`src/rtl/flow_pkg.sv`:
```
package flow_pkg;
  typedef enum logic [2:0] {
    OP_NEXT = 3'd0,
    OP_JUMP = 3'd1,
    OP_CALL = 3'd2,
    OP_RET  = 3'd3,
    OP_RETI = 3'd4,
    OP_IEN  = 3'd5,
    OP_IDIS = 3'd6,
    OP_NOP7 = 3'd7
  } flow_op_e;

  typedef enum logic [1:0] {
    CND_C  = 2'd0,
    CND_NC = 2'd1,
    CND_Z  = 2'd2,
    CND_NZ = 2'd3
  } flow_cond_e;
endpackage

```
`src/rtl/flow_cond.sv`:
```
module flow_cond
  import flow_pkg::*;
(
  input  logic       cond_en,
  input  logic [1:0] cond_sel,
  input  logic       flag_c,
  input  logic       flag_z,
  output logic       pass
);
  always_comb begin
    if (!cond_en) begin
      pass = 1'b1;
    end else begin
      unique case (flow_cond_e'(cond_sel))
        CND_C:   pass = flag_c;
        CND_NC:  pass = ~flag_c;
        CND_Z:   pass = flag_z;
        CND_NZ:  pass = ~flag_z;
        default: pass = 1'b0;
      endcase
    end
  end
endmodule

```
`src/rtl/flow_stack.sv`:
```
module flow_stack #(
  parameter int W     = 10,
  parameter int DEPTH = 31,
  localparam int PW   = $clog2(DEPTH)
) (
  input  logic          clk,
  input  logic          rst,
  input  logic          push,
  input  logic          pop,
  input  logic [W-1:0]  wdata,
  output logic [PW-1:0] ptr,
  output logic [W-1:0]  top
);
  localparam logic [PW-1:0] LAST = PW'(DEPTH - 1);

  logic [W-1:0]  mem [DEPTH];
  logic [PW-1:0] ptr_up;
  logic [PW-1:0] ptr_dn;

  assign ptr_up = (ptr == LAST) ? '0 : ptr + 1'b1;
  assign ptr_dn = (ptr == '0) ? LAST : ptr - 1'b1;

  always_ff @(posedge clk) begin
    if (rst) begin
      ptr <= '0;
    end else if (push) begin
      ptr <= ptr_up;
    end else if (pop) begin
      ptr <= ptr_dn;
    end
  end

  always_ff @(posedge clk) begin
    if (push && !rst) begin
      mem[ptr_up] <= wdata;
    end
  end

  assign top = mem[ptr];
endmodule

```
`src/rtl/flow_seq.sv`:
```
module flow_seq
  import flow_pkg::*;
#(
  parameter int PC_W  = 10,
  parameter int DEPTH = 31,
  localparam int PW   = $clog2(DEPTH)
) (
  input  logic            clk,
  input  logic            rst,
  input  logic [2:0]      op,
  input  logic            cond_en,
  input  logic [1:0]      cond_sel,
  input  logic [PC_W-1:0] target,
  input  logic            reti_ie,
  input  logic            flag_c,
  input  logic            flag_z,
  input  logic            irq,
  output logic [PC_W-1:0] pc,
  output logic [PW-1:0]   tos,
  output logic [PC_W-1:0] stack_top,
  output logic            int_en,
  output logic            irq_ack,
  output logic            flag_restore,
  output logic            restore_c,
  output logic            restore_z
);
  localparam logic [PC_W-1:0] VECTOR = '1;

  logic            pass;
  logic            take_irq;
  logic            push;
  logic            pop;
  logic [PC_W-1:0] pc_nxt;
  logic            ie_nxt;
  logic            restore_nxt;

  flow_cond u_cond (
    .cond_en  (cond_en),
    .cond_sel (cond_sel),
    .flag_c   (flag_c),
    .flag_z   (flag_z),
    .pass     (pass)
  );

  flow_stack #(.W(PC_W), .DEPTH(DEPTH)) u_stack (
    .clk   (clk),
    .rst   (rst),
    .push  (push),
    .pop   (pop),
    .wdata (pc),
    .ptr   (tos),
    .top   (stack_top)
  );

  assign take_irq = irq && int_en;

  always_comb begin
    push        = 1'b0;
    pop         = 1'b0;
    pc_nxt      = pc + 1'b1;
    ie_nxt      = int_en;
    restore_nxt = 1'b0;
    if (take_irq) begin
      push   = 1'b1;
      pc_nxt = VECTOR;
      ie_nxt = 1'b0;
    end else begin
      unique case (flow_op_e'(op))
        OP_JUMP: if (pass) pc_nxt = target;
        OP_CALL: if (pass) begin
          push   = 1'b1;
          pc_nxt = target;
        end
        OP_RET:  if (pass) begin
          pop    = 1'b1;
          pc_nxt = stack_top + 1'b1;
        end
        OP_RETI: begin
          pop         = 1'b1;
          pc_nxt      = stack_top;
          ie_nxt      = reti_ie;
          restore_nxt = 1'b1;
        end
        OP_IEN:  ie_nxt = 1'b1;
        OP_IDIS: ie_nxt = 1'b0;
        default: ;
      endcase
    end
  end

  always_ff @(posedge clk) begin
    if (rst) begin
      pc           <= '0;
      int_en       <= 1'b0;
      irq_ack      <= 1'b0;
      flag_restore <= 1'b0;
      restore_c    <= 1'b0;
      restore_z    <= 1'b0;
    end else begin
      pc           <= pc_nxt;
      int_en       <= ie_nxt;
      irq_ack      <= take_irq;
      flag_restore <= restore_nxt;
      if (take_irq) begin
        restore_c <= flag_c;
        restore_z <= flag_z;
      end
    end
  end
endmodule

```
`config.mk`:
```
export PLATFORM = sky130hd
export DESIGN_NAME = flow_seq
export DESIGN_NICKNAME = d
export VERILOG_FILES = /design/src/rtl/flow_pkg.sv /design/src/rtl/flow_cond.sv /design/src/rtl/flow_stack.sv /design/src/rtl/flow_seq.sv
export SDC_FILE = /design/constraint.sdc
export NUM_CORES = 1
export LEC_CHECK = 0
export BUFFER_PORTS_ARGS = -buffer_cell sky130_fd_sc_hd__buf_2
export CAP_MARGIN = 25
export CORE_MARGIN = 2
export CORE_UTILIZATION = 55
export CTS_BUF_LIST = sky130_fd_sc_hd__clkbuf_4
export DETAILED_ROUTE_END_ITERATION = 10
export PLACE_DENSITY = 0.76
export SYNTH_ARGS = -nofsm -noshare
export SYNTH_HDL_FRONTEND = slang
export SYNTH_SLANG_ARGS = --single-unit
```
`constraint.sdc`:
```
create_clock -name clk -period 4.38 [get_ports clk]
set_clock_uncertainty 0.2 [all_clocks]
set_input_delay 0.219 -clock clk [delete_from_list [all_inputs] [get_ports clk]]
set_output_delay 0.219 -clock clk [all_outputs]
set_load 0.01 [all_outputs]
```
======== Word-level counts from Yosys, hierarchy flattened ========
Memory sizes are Yosys's and may differ from the RTL's. A register that Yosys moved wholly into a read port is not among the register bits.
Index checks and enable logic that the tools add are counted.
cells by class
  add/subtract/negate cells ............... 4
  equality and inequality tests ........... 10
  mux-type cells .......................... 21
  bitwise operators ....................... 2
  reductions and logical operators ........ 9
operators by type and width
  cell                                                                count
  10-bit two-way mux                                                  3
  5-bit two-way mux                                                   6
  10-bit case mux with 3 select lines                                 1
  10-bit by 1-bit adder with 10-bit output, second input constant     2
  3-bit == test, second input constant                                3
  1-bit two-way mux                                                   8
  3-bit by 2-bit == test with 1-bit output, second input constant     2
  5-bit by 1-bit adder with 5-bit output, second input constant       1
  5-bit == test, second input constant                                1
  5-bit logical NOT                                                   1
  5-bit by 1-bit subtractor with 5-bit output, second input constant  1
  2-bit == test, second input constant                                2
  1-bit case mux with 4 select lines                                  1
  2-bit OR reduction                                                  2
  3-bit by 1-bit == test with 1-bit output, second input constant     1
  1-bit case mux with 3 select lines                                  1
  3-bit nonzero test                                                  1
  2-bit by 1-bit == test with 1-bit output, second input constant     1
  1-bit logical AND                                                   2
  2-bit logical NOT                                                   1
  1-bit inverter                                                      2
  1-bit case mux with 2 select lines                                  1
  2-bit nonzero test                                                  1
  1-bit logical NOT                                                   1
storage, ports and cells
  bits in registers ....................... 20
  RAM bits ................................ 310
  input port bits ......................... 22
  word-level logic and storage cells ...... 54
  memories ................................ 1
memory list
  memory       words  width  rd ports  clocked after memory_dff  wr ports  line              text
  u_stack.mem  31     10     1         1                         1         flow_stack.sv:16  logic [W-1:0] mem [DEPTH];

======== Logic depth before layout (Yosys ltp) ========
Gate-level depths: netlist (run 1).
  depth after elaboration ................. 10
  depth in mapped cells ................... 14
  mapped depth without buffers ............ 11

======== Hierarchy ========
Synthesis (run 1) repeated with hierarchy kept, for this count alone.
unflattened totals
  cells, all modules ...................... 884
  area, all modules ....................... 14231.1 um^2
by module, submodules not included
  module      times used  cells each  area an instance (um^2)  seq. area each (um^2)
  flow_stack  1           702         12817.3                  9509.1
  flow_seq    1           178         1382.6                   300.3
  flow_cond   1           4           31.3                     0.0

======== Worst setup path before layout (run 1) ========
OpenSTA, ideal clock, no wires.
  path kind ............................... register -> register
  from .................................... reg with a tool-made name
  to ...................................... reg pc[6]
  setup time .............................. 0.095 ns
  arrival time ............................ 2.668 ns
  path slack .............................. 1.417 ns
  cell stages (with the launch flop) ...... 12
  period minus slack after synthesis ...... 2.963 ns
  path through ............................ dfxtp_1 > buf_6 > buf_6 > mux2_2 > o21ai_0 > nor4_1 > or4_4 > ha_1 > and3_1 > and3_1 > mux2i_1 > a221oi_1
RTL lines
  item                  line             text
  end signal, assigned  flow_seq.sv:100  pc <= pc_nxt;
  end, declared         flow_seq.sv:18   output logic [PC_W-1:0] pc,

==> metrics.md, run 1 <==
| Metric | Value |
|---|---|
| Pin count of the biggest net entering global routing | 41 |
| I/O Buffers | 51 |
| Worst R2R Setup Slack | 0.28 ns |
| Critical Path Sink Type | register |
| Tightest Hold Check Type | input pin to register |
| Clock Latency Late Sink | 0.70 ns |
| Post-synth ARST share | 0 |
| Worst Tran Pin Value | 0.985 ns |
| Endpoints failing setup | 0 |
| Min Tclk post-route | 4.10 ns |
| Slew Limit Fails | 0 |
| Synth unique cells | 67 |
| Antenna-violating nets left | 0 |
| Mean post-synth cell area | 16.6 µm² |
| Pwr per Cell Area | 452 nW/µm² |
| Max Cap Viol | 0 |
| Pleak | 5.48 nW |
| Vias | 8778 |
| Most used cell, CP | a21oi_1 |
| Sw Ratio | 0.271 |
| Logic pwr share | 0.157 |
| Root Driver | clkbuf_4 |
| DIE HEIGHT | 164 µm |
| Overall die area | 26900 µm² |
| # fillers | 1753 |
| Max_slew headroom | 0.341 |
| Gpl congestion | 0.919 |
| F_max | 244 MHz |
| CP cell instances | buf_4 -> mux2i_1 -> a22o_1 -> nor4_1 -> or4_4 -> ha_1 -> mux2i_1 -> a21oi_1 -> o22ai_1 -> nor2_1 -> a21oi_1 -> dlygate4sd3_1 -> a21oi_1 |
| Sequential power share | 0.511 |
| CTS tree | built |
| DRT iter0 DRCs | 1232 |
| Sw power | 1.98 mW |
| Grt peak-use layer | met2 |
| Critical path class | register to register |
| GR met3 Demand/Resource | 0.0548 |
| Worst hold margin | 0.113 ns |
| Largest stage delay, worst path | 0.88 ns |
| Hold Startpoint | cond_sel[0] |
| Clock power frac | 0.332 |
| Crit start category | register |
| DRT Wirelength | 34.7 mm |
| Worst-path maximum fanout | 32 |
| Total track usage | 0.266 |
| Flops & latches, synth | 335 |
| Crit path DAT | 4.45 ns |
| Htree depth | 3 |
| Unrepaired setup endpoints after global routing | false |
| Initial antenna violation count | 1 |
| Avg WL per Cell | 24.7 µm |
| Fin. Hold Viols | 0 |
| Period utilisation layout | 0.937 |
| Rows | 58 |
| Syn Inst Count | 849 |
| CORE AREA | 25200 µm² |
| Internal | 5.34 mW |
| First-pass GRT wire length | 51.6 mm |
| M1 GR Usage | 0.381 |
| Dpl hpwl | 21.2 mm |
| Reg clk slew, reported paths | 0.07 ns |
| Worst-case clock buffer depth | 3 |
| Yosys Warn Count | 0 |
| Post-synthesis sequential area ratio | 0.696 |
| P&R area growth vs syn | 14.9% |
| Synth Flop Type | edfxtp_1 |
| Clock sinks | 335 |
| Grt total ovfl | 0 |
| Final core utilization | 0.643 |
| Layout cells sized above 1 | 0.295 |
| Met2 GRT Util | 0.411 |
| Mapped Area | 14100 µm² |
| Vias per cell | 6.24 |
| Vias in the first global route | 8448 |
| Drt pass-1 iters | 5 |
| Post-route DRC | 0 |
| Slowest cell on the critical path | dfxtp_2 |
| Worst Path Required | 4.73 ns |
| Initial core utilization | 0.560 |
| Maximum VDD drop | 0.294 mV |
| Number of CTS-inserted buffers | 82 |
| Outcome | finished clean |
| Die width | 164 µm |
| IO Pins | 52 |
| Layout Nets | 1053 |
| Syn nets | 878 |
| Setup_tns | 0 ns |
| Post-synth EDFFs | 310 |
==> kinds of logic (layout without fill, tap and decap cells) <==
kind of cell               after synthesis  count (layout)  synth area share
muxes                                  104             104             0.131
DFF                                    335             335             0.696
xor gates and xnor gates                17              17            0.0106
and+or+nand+nor                        205             205            0.0726
AOI/OAI and AO/OA                      122             122            0.0594
other                                    0               1                 0
buffers and inverters                   59             286            0.0245
adders and majority gates                7               7           0.00621
==> stage by stage <==
step / area (µm²) / setup slack [ns] / power (mW) / cells
global route: 16200 / 0.102 / 7.59 / 1407
global placement: 14900 / 0.597 / 4.88 / 1236
floorplan: 14100 / 1.42 / 4.50 / 849
detailed placement: 14900 / 0.500 / 4.89 / 1236
CTS: 16200 / 0.177 / 7.33 / 1404
finish: 16200 / 0.278 / 7.32 / 1407
==> synthesized netlist by cell type (7+ instances only) <==
master	number	share of area
dfxtp_1	25	0.036
nand2_1	41	0.011
edfxtp_1	310	0.66
clkbuf_1	15	0.0040
nor2_1	61	0.016
mux2_2	9	0.0072
o21ai_0	27	0.0096
and3_1	9	0.0040
nor2b_1	12	0.0053
mux2i_1	30	0.021
buf_2	12	0.0043
inv_1	16	0.0043
nand2b_1	11	0.0049
or3_1	7	0.0031
o211ai_1	7	0.0037
xnor2_1	9	0.0056
ha_1	7	0.0062
nand3_1	22	0.0078
a21oi_1	24	0.0085
mux4_2	63	0.10
o22ai_1	7	0.0031
buf_6	8	0.0064
nor3_1	12	0.0043
xor2_1	8	0.0050
==> routing by layer <==
metal  routed length, µm  share of wire
met4                 937          0.027
met2               16400           0.47
met5                   0              0
met3                3840           0.11
met1               13600           0.39
==> repair_timing <==
| item | CTS | global route |
|---|---|---|
| hold buffers | 32 | 0 |
| setup buffers | 0 | 1 |
| gates resized for setup | 0 | 1 |
| hold endpoints to repair | 25 | 0 |
| setup endpoints to repair | 0 | 3 |
==> final cells by class <==
cell class                 count  area [µm²]  share of cell area
antenna                        1        2.50            0.000154
tap                          330         413              0.0255
sequential                   335        9820               0.606
multi-input combinational    455        3940               0.243
timing repair buffer         134         991              0.0612
clock buffer                 121         908              0.0561
clock inverter                15        65.1             0.00402
inverter                      16        60.1             0.00371
==> final timing paths <==
check | end | cells past startpoint
max reg2reg | pc[1]$_SDFF_PP0_ | 13
min reg2reg | u_stack.ptr[0]$_SDFFE_PP0N_ | 2
min | pc[2]$_SDFF_PP0_ | 7
max | pc[1]$_SDFF_PP0_ | 13
==> power by group through the flow <==
stage / Combinational (mW) / Sequential (mW) / Clock [mW]
floorplan: 0.706 / 3.79 / 0
global placement: 1.07 / 3.81 / 0
detailed placement: 1.08 / 3.81 / 0
CTS: 1.11 / 3.74 / 2.47
global route: 1.23 / 3.75 / 2.62
finish: 1.15 / 3.74 / 2.43
==> layout by cell type, fill, tap and decap left out, types with 6 or more instances in the layout <==
cell type,count
and3_1,9
nand3_1,22
buf_2,51
buf_4,49
mux2_2,9
o22ai_1,7
nor2b_1,12
xor2_1,8
mux2i_1,30
dlygate4sd3_1,32
clkinv_1,10
nand4_1,6
or3_1,7
o21ai_0,27
clkbuf_4,121
edfxtp_1,310
nor3_1,12
nand2b_1,11
nand2_1,41
inv_1,16
nor2_1,61
dfxtp_1,21
ha_1,7
a221oi_1,6
mux4_2,63
o211ai_1,7
a21oi_1,24
xnor2_1,9
a211oi_1,6
==> flip-flops by register name, indices dropped and copies added (netlist names), named ones only <==
register,flops
int_en,1
pc,10
irq_ack,1
u_stack.mem,310
u_stack.ptr,5
restore_z,1
flag_restore,1
restore_c,1
==> worst max-delay path, delay by kind of cell (launching register included) <==
kind	cells	cell delay, ns
adder cells (fa/ha/maj)	1	0.30
buffers and inverters	2	0.87
flip-flops	1	0.88
multiplexers	2	0.34
AO/OA/AOI/OAI	5	0.67
AND/OR/NAND/NOR	3	0.71
Note: power is estimated with default switching activity, not from simulation.
==> inputs of run 2 (changes only) <==
--- a/config.mk
+++ b/config.mk
@@ -7,6 +7,7 @@
 export LEC_CHECK = 0
 export BUFFER_PORTS_ARGS = -buffer_cell sky130_fd_sc_hd__buf_2
 export CAP_MARGIN = 25
+export CORE_ASPECT_RATIO = 0.75
 export CORE_MARGIN = 2
 export CORE_UTILIZATION = 55
 export CTS_BUF_LIST = sky130_fd_sc_hd__clkbuf_4
==> metrics.md, run 2 (synthesis results as in run 1) <==
| Metric | Value |
|---|---|
| Setup_tns | 0 ns (unchanged) |
| Worst-case clock buffer depth | 3 (unchanged) |
| Drt pass-1 iters | 5 (unchanged) |
| Grt total ovfl | 0 (unchanged) |
| Critical path class | register to register |
| Clock Latency Late Sink | 0.70 ns (about the same) |
| Slack of the critical path | 0.181 ns (-0.0973 ns) |
| Antenna-violating nets left | 0 (unchanged) |
| Slew Limit Fails | 0 (unchanged) |
| Dpl hpwl | 21.6 mm (+1.9%) |
| Maximum VDD drop | 0.216 mV (-27%) |
| CORE AREA | 25100 µm² (-0.38%) |
| Max FFs per register | 310 (unchanged) |
| I/O Buffers | 51 (unchanged) |
| Crit path buffers/inverters | 2 (unchanged) |
| Worst-path maximum fanout | 26 (-19%) |
| Initial antenna violation count | 0 (-1) |
| DRT iter0 DRCs | 1067 (-13%) |
| Post-route DRC | 0 (unchanged) |
| Total track usage | 0.270 (+0.00357) |
| Largest stage delay, worst path | 0.80 ns (-0.08 ns) |
| Fin. Hold Viols | 0 (unchanged) |
| # fillers | 1753 (unchanged) |
| Rows | 50 (-14%) |
| Vias in the first global route | 8535 (+1.0%) |
| Vias per cell | 6.18 (-0.98%) |
| Reg clk slew, reported paths | 0.07 ns (about the same) |
| Endpoints failing setup | 0 (unchanged) |
| Biggest regs | u_stack.mem (310), pc (10), u_stack.ptr (5) |
| Die width | 189 µm (+15%) |
| Crit start category | register |
| Max Cap Viol | 0 (unchanged) |
| Layout Nets | 1062 (+0.85%) |
| Pleak | 5.58 nW (+1.8%) |
| Root Driver | clkbuf_4 |
| P&R area growth vs syn | 16.3% |
| Post-CTS Resized | 0 (unchanged) |
| Period utilisation layout | 0.959 (+0.0222) |
| Critical Path Sink Type | register |
| Htree depth | 3 (unchanged) |
| Worst Path Required | 4.82 ns (+0.09 ns) |
| F_max | 238 MHz (-2.3%) |
| First-pass GRT wire length | 52.9 mm (+2.7%) |
| Layout cells sized above 1 | 0.297 (+0.00219) |
| Initial core utilization | 0.562 (+0.00212) |
| Outcome | finished clean |
| Vias | 8853 (+0.85%) |
| CTS tree | built |
| Commonest non-fill, non-tap cell in the layout | edfxtp_1 |
| Inserted Diodes | 0 (-1) |
| Number of CTS-inserted buffers | 78 (-4.9%) |
| Pin count of the biggest net entering global routing | 40 (-2.4%) |
| Crit path DAT | 4.64 ns (+0.19 ns) |
| Worst Tran Pin Value | 0.734 ns (-0.251 ns) |
| Overall die area | 26900 µm² (about the same) |
| Max_slew headroom | 0.511 (+0.170) |
| Tightest Hold Check Type | input pin to register |
| Clock sinks | 335 (unchanged) |
| Unrepaired setup endpoints after global routing | false |
| Post-Place Worst Slack | 0.575 ns (+0.0751 ns) |
| Gpl congestion | 0.902 (-1.9%) |
| CP cell instances | buf_4 -> mux2i_1 -> a22o_1 -> nor4_1 -> or4_4 -> ha_1 -> and3_1 -> and3_1 -> mux2i_1 -> a221oi_1 -> dlygate4sd3_1 |
| Min Tclk post-route | 4.20 ns (+0.0973 ns) |
| Highest-count cells in the layout ignoring fill and taps | edfxtp_1, clkbuf_4, mux4_2 |
| Slowest cell on the critical path | dfxtp_2 |
| Avg WL per Cell | 24.8 µm (+0.53%) |
| Pwr per Cell Area | 458 nW/µm² (+1.4%) |
| Hold Startpoint | op[0] |
| DIE HEIGHT | 143 µm (-13%) |
| DRT Wirelength | 35.6 mm (+2.4%) |
| Top reg by flops | u_stack.mem |
| CP delay by family, top | simple AND/OR/NAND/NOR gates |
| IO Pins | 52 (unchanged) |
-- run 2: worst min-delay path, delay by kind of cell --
kind	cells	cell delay, ns
simple gates	1	0.28
compound gates	2	0.21
buf+inv	1	0.21
-- run 2: final cells by class --
type / instances / area, µm² / share of cell area
multi-input cells: 455 / 3940 / 0.241
clock buffers: 120 / 901 / 0.0550
well taps: 338 / 423 / 0.0258
flip-flops and latches: 335 / 9820 / 0.599
inverters: 16 / 60.1 / 0.00366
repair buffers: 147 / 1110 / 0.0676
clock inverters: 22 / 138 / 0.00840
-- run 2: worst paths after layout --
| check | endpoint | slack (ns) | depth (start not counted) |
|---|---|---|---|
| setup / recovery | pc[6]$_SDFF_PP0_ | 0.18 | 11 |
| hold / removal | pc[5]$_SDFF_PP0_ | 0.08 | 4 |
| setup reg to reg | pc[6]$_SDFF_PP0_ | 0.18 | 11 |
| hold reg to reg | register | 0.41 | 2 |
-- run 2: metal layers --
metal,vias to the layer above,global-route usage,share of wire
met5,-,0.0128,0.0010
met4,2,0.0855,0.022
met3,68,0.0750,0.13
met2,596,0.394,0.45
met1,4379,0.397,0.40
li1,3808,-,-
-- run 2: what timing repair did --
item / CTS / global route
endpoints found under the setup margin: 0 / 3
hold buffers: 35 / 0
buffers inserted: 0 / 2
hold endpoints to repair: 25 / 0
-- run 2: per-stage QoR --
stage | util | power [mW] | cells | hold slack [ns] | cell area, µm²
global placement | 0.595 | 4.88 | 1253 | 0.244 | 14900
finish | 0.653 | 7.51 | 1433 | 0.0820 | 16400
floorplan | - | 4.50 | 849 | 0.155 | 14100
CTS | 0.651 | 7.50 | 1430 | 0.00547 | 16300
global route | 0.653 | 7.79 | 1433 | 0.0775 | 16400
detailed placement | 0.595 | 4.91 | 1253 | 0.249 | 14900
-- run 2: power by group --
part           total, mW  leakage, nW  internal, mW  switching, mW
Clock               2.58        0.616          1.37           1.21
Combinational       1.22         1.92         0.474          0.743
Sequential          3.71         3.05          3.62         0.0837
Total               7.51         5.58          5.46           2.04
==> inputs of run 3 (changes only) <==
==> constraint.sdc (replaced) <==
create_clock -name clk -period 4.2 [get_ports clk]
set_clock_uncertainty 0.2 [all_clocks]
set_input_delay 0.21 -clock clk [delete_from_list [all_inputs] [get_ports clk]]
set_output_delay 0.21 -clock clk [all_outputs]
set_load 0.01 [all_outputs]
==> metrics.md, run 3 (synthesis results as in run 1) <==
| Metric | Value |
|---|---|
| Initial core utilization | 0.562 (unchanged) |
| Vias per cell | 6.22 (+0.64%) |
| Min Tclk post-route | 3.98 ns (-0.215 ns) |
| Max FFs per register | 310 (unchanged) |
| Clock Latency Late Sink | 0.71 ns (about the same) |
| Dpl hpwl | 21.4 mm (-0.83%) |
| First-pass GRT wire length | 51.7 mm (-2.4%) |
| Clock power frac | 0.342 (-0.002) |
| Setup_tns | 0 ns (unchanged) |
| Pleak | 5.54 nW (-0.82%) |
| Endpoints failing setup | 0 (unchanged) |
| Total track usage | 0.263 (-0.00684) |
| Gpl congestion | 0.889 (-1.4%) |
| Maximum VDD drop | 0.236 mV (+9.4%) |
| CORE AREA | 25100 µm² (unchanged) |
| Sequential power share | 0.498 (+0.004) |
| Critical Path Sink Type | register |
| Critical path class | register to register |
| Crit path DAT | 4.33 ns (-0.31 ns) |
| Unrepaired setup endpoints after global routing | false |
| Commonest non-fill, non-tap cell in the layout | edfxtp_1 |
| Htree depth | 3 (unchanged) |
| IO Pins | 52 (unchanged) |
| Highest-count cells in the layout ignoring fill and taps | edfxtp_1, clkbuf_4, mux4_2 |
| Slew Limit Fails | 0 (unchanged) |
| Overall die area | 26900 µm² (unchanged) |
| Internal | 5.68 mW (+4.0%) |
| Inserted Diodes | 0 (unchanged) |
| Worst Tran Pin Value | 0.832 ns (+0.0984 ns) |
| Logic pwr share | 0.160 (-0.002) |
| Reg clk slew, reported paths | 0.07 ns (about the same) |
| Period utilisation layout | 0.949 (-0.0102) |
| P&R area growth vs syn | 15.8% |
| Worst-case clock buffer depth | 3 (unchanged) |
| Clock sinks | 335 (unchanged) |
| Grt total ovfl | 0 (unchanged) |
| Worst-path maximum fanout | 17 (-35%) |
| Antenna-violating nets left | 0 (unchanged) |
| Avg WL per Cell | 24.7 µm (-0.25%) |
| Vias | 8829 (-0.27%) |
| Root Driver | clkbuf_4 |
| Fin. Hold Viols | 0 (unchanged) |
| Pin count of the biggest net entering global routing | 46 (+15%) |
| DIE HEIGHT | 143 µm (unchanged) |
| Top reg by flops | u_stack.mem |
| Worst Path Required | 4.54 ns (-0.28 ns) |
| Initial antenna violation count | 0 (unchanged) |
| Vias in the first global route | 8546 (+0.13%) |
| DRT iter0 DRCs | 1234 (+16%) |
| Drt pass-1 iters | 6 (+1) |
| Max Cap Viol | 0 (unchanged) |
| Sw Ratio | 0.271 (-0.000869) |
| Rows | 50 (unchanged) |
| Tightest Hold Check Type | input pin to register |
| Layout Nets | 1057 (-0.47%) |
| Pwr per Cell Area | 478 nW/µm² (+4.3%) |
| F_max | 251 MHz (+5.4%) |
| Max_slew headroom | 0.445 (-0.0656) |
| Sw power | 2.11 mW (+3.6%) |
| Post-route DRC | 0 (unchanged) |
| Final core utilization | 0.651 (-0.00254) |
| Crit start category | register |
| # fillers | 1706 (-2.7%) |
| DRT Wirelength | 35.1 mm (-1.2%) |
| Tot Pwr | 7.80 mW (+3.9%) |
| Die width | 189 µm (unchanged) |
| CTS tree | built |
| Layout cells sized above 1 | 0.298 (+0.000793) |
| Biggest regs | u_stack.mem (310), pc (10), u_stack.ptr (5) |
| I/O Buffers | 51 (unchanged) |
| Outcome | finished clean |
| Number of CTS-inserted buffers | 78 (unchanged) |
-- run 3: stage by stage --
| stage | instance area, µm² | hold WS (ns) | std cells | setup slack, ns |
|---|---|---|---|---|
| detailed placement | 15000 | 0.265 | 1254 | 0.496 |
| floorplan | 14100 | 0.146 | 849 | 1.24 |
| CTS | 16300 | 0.0139 | 1418 | 0.0910 |
| finish | 16300 | 0.0613 | 1420 | 0.216 |
| global placement | 15000 | 0.242 | 1254 | 0.669 |
| global route | 16300 | 0.0925 | 1420 | 0.0314 |
-- run 3: what timing repair did --
item	4_1_cts	5_1_grt
hold endpoints to repair	25	0
resized for setup	0	1
hold buffers	30	0
setup endpoints to repair	0	2
buffers inserted	0	2
-- run 3: power by group through the flow --
stage                     logic, mW  clock network (mW)  registers [mW]
final                          1.25                2.67            3.88
after global routing           1.33                2.87            3.89
after CTS                      1.19                2.71            3.90
after detailed placement       1.16                   0            3.97
after global placement         1.13                   0            3.97
after floorplan               0.737                   0            3.95
-- run 3: layer usage --
layer | up-vias | routed length [µm] | global-route usage
li1 | 3793 | - | -
met1 | 4394 | 14700 | 0.390
met2 | 581 | 15700 | 0.389
met3 | 61 | 4100 | 0.0671
met4 | 0 | 660 | 0.0785
met5 | - | 0 | 0
-- run 3: worst max-delay path, stage by stage, from the launching register on --
cell           delay, ns
dfxtp_4             0.62
inv_1               0.30
a2111oi_1           0.42
nor4_1              0.13
or4_4               0.62
ha_1                0.32
mux2i_1             0.17
a21oi_1             0.10
o22ai_1             0.18
nor2_1              0.06
a21oi_1             0.11
dlygate4sd3_1       0.55
a21oi_1             0.06
-- run 3: cell type report --
| type | count | area (µm²) | share of cell area |
|---|---|---|---|
| clock inverter | 22 | 181 | 0.0111 |
| timing repair buffer | 142 | 1060 | 0.0648 |
| clock buffer | 112 | 841 | 0.0515 |
| tap | 338 | 423 | 0.0259 |
| multi-input combinational | 455 | 3940 | 0.241 |
| inverter | 16 | 60.1 | 0.00368 |
| sequential | 335 | 9820 | 0.602 |
-- run 3: path summary, 6_finish.rpt --
path                                    start               end  slack (ns)  cells after the start
setup reg to reg                     register  pc[1]$_SDFF_PP0_        0.22                     12
hold reg to reg   u_stack.ptr[1]$_SDFFE_PP0N_          register        0.41                      2
setup / recovery                     register  pc[1]$_SDFF_PP0_        0.22                     12
hold / removal                    cond_sel[0]  pc[6]$_SDFF_PP0_        0.06                      5
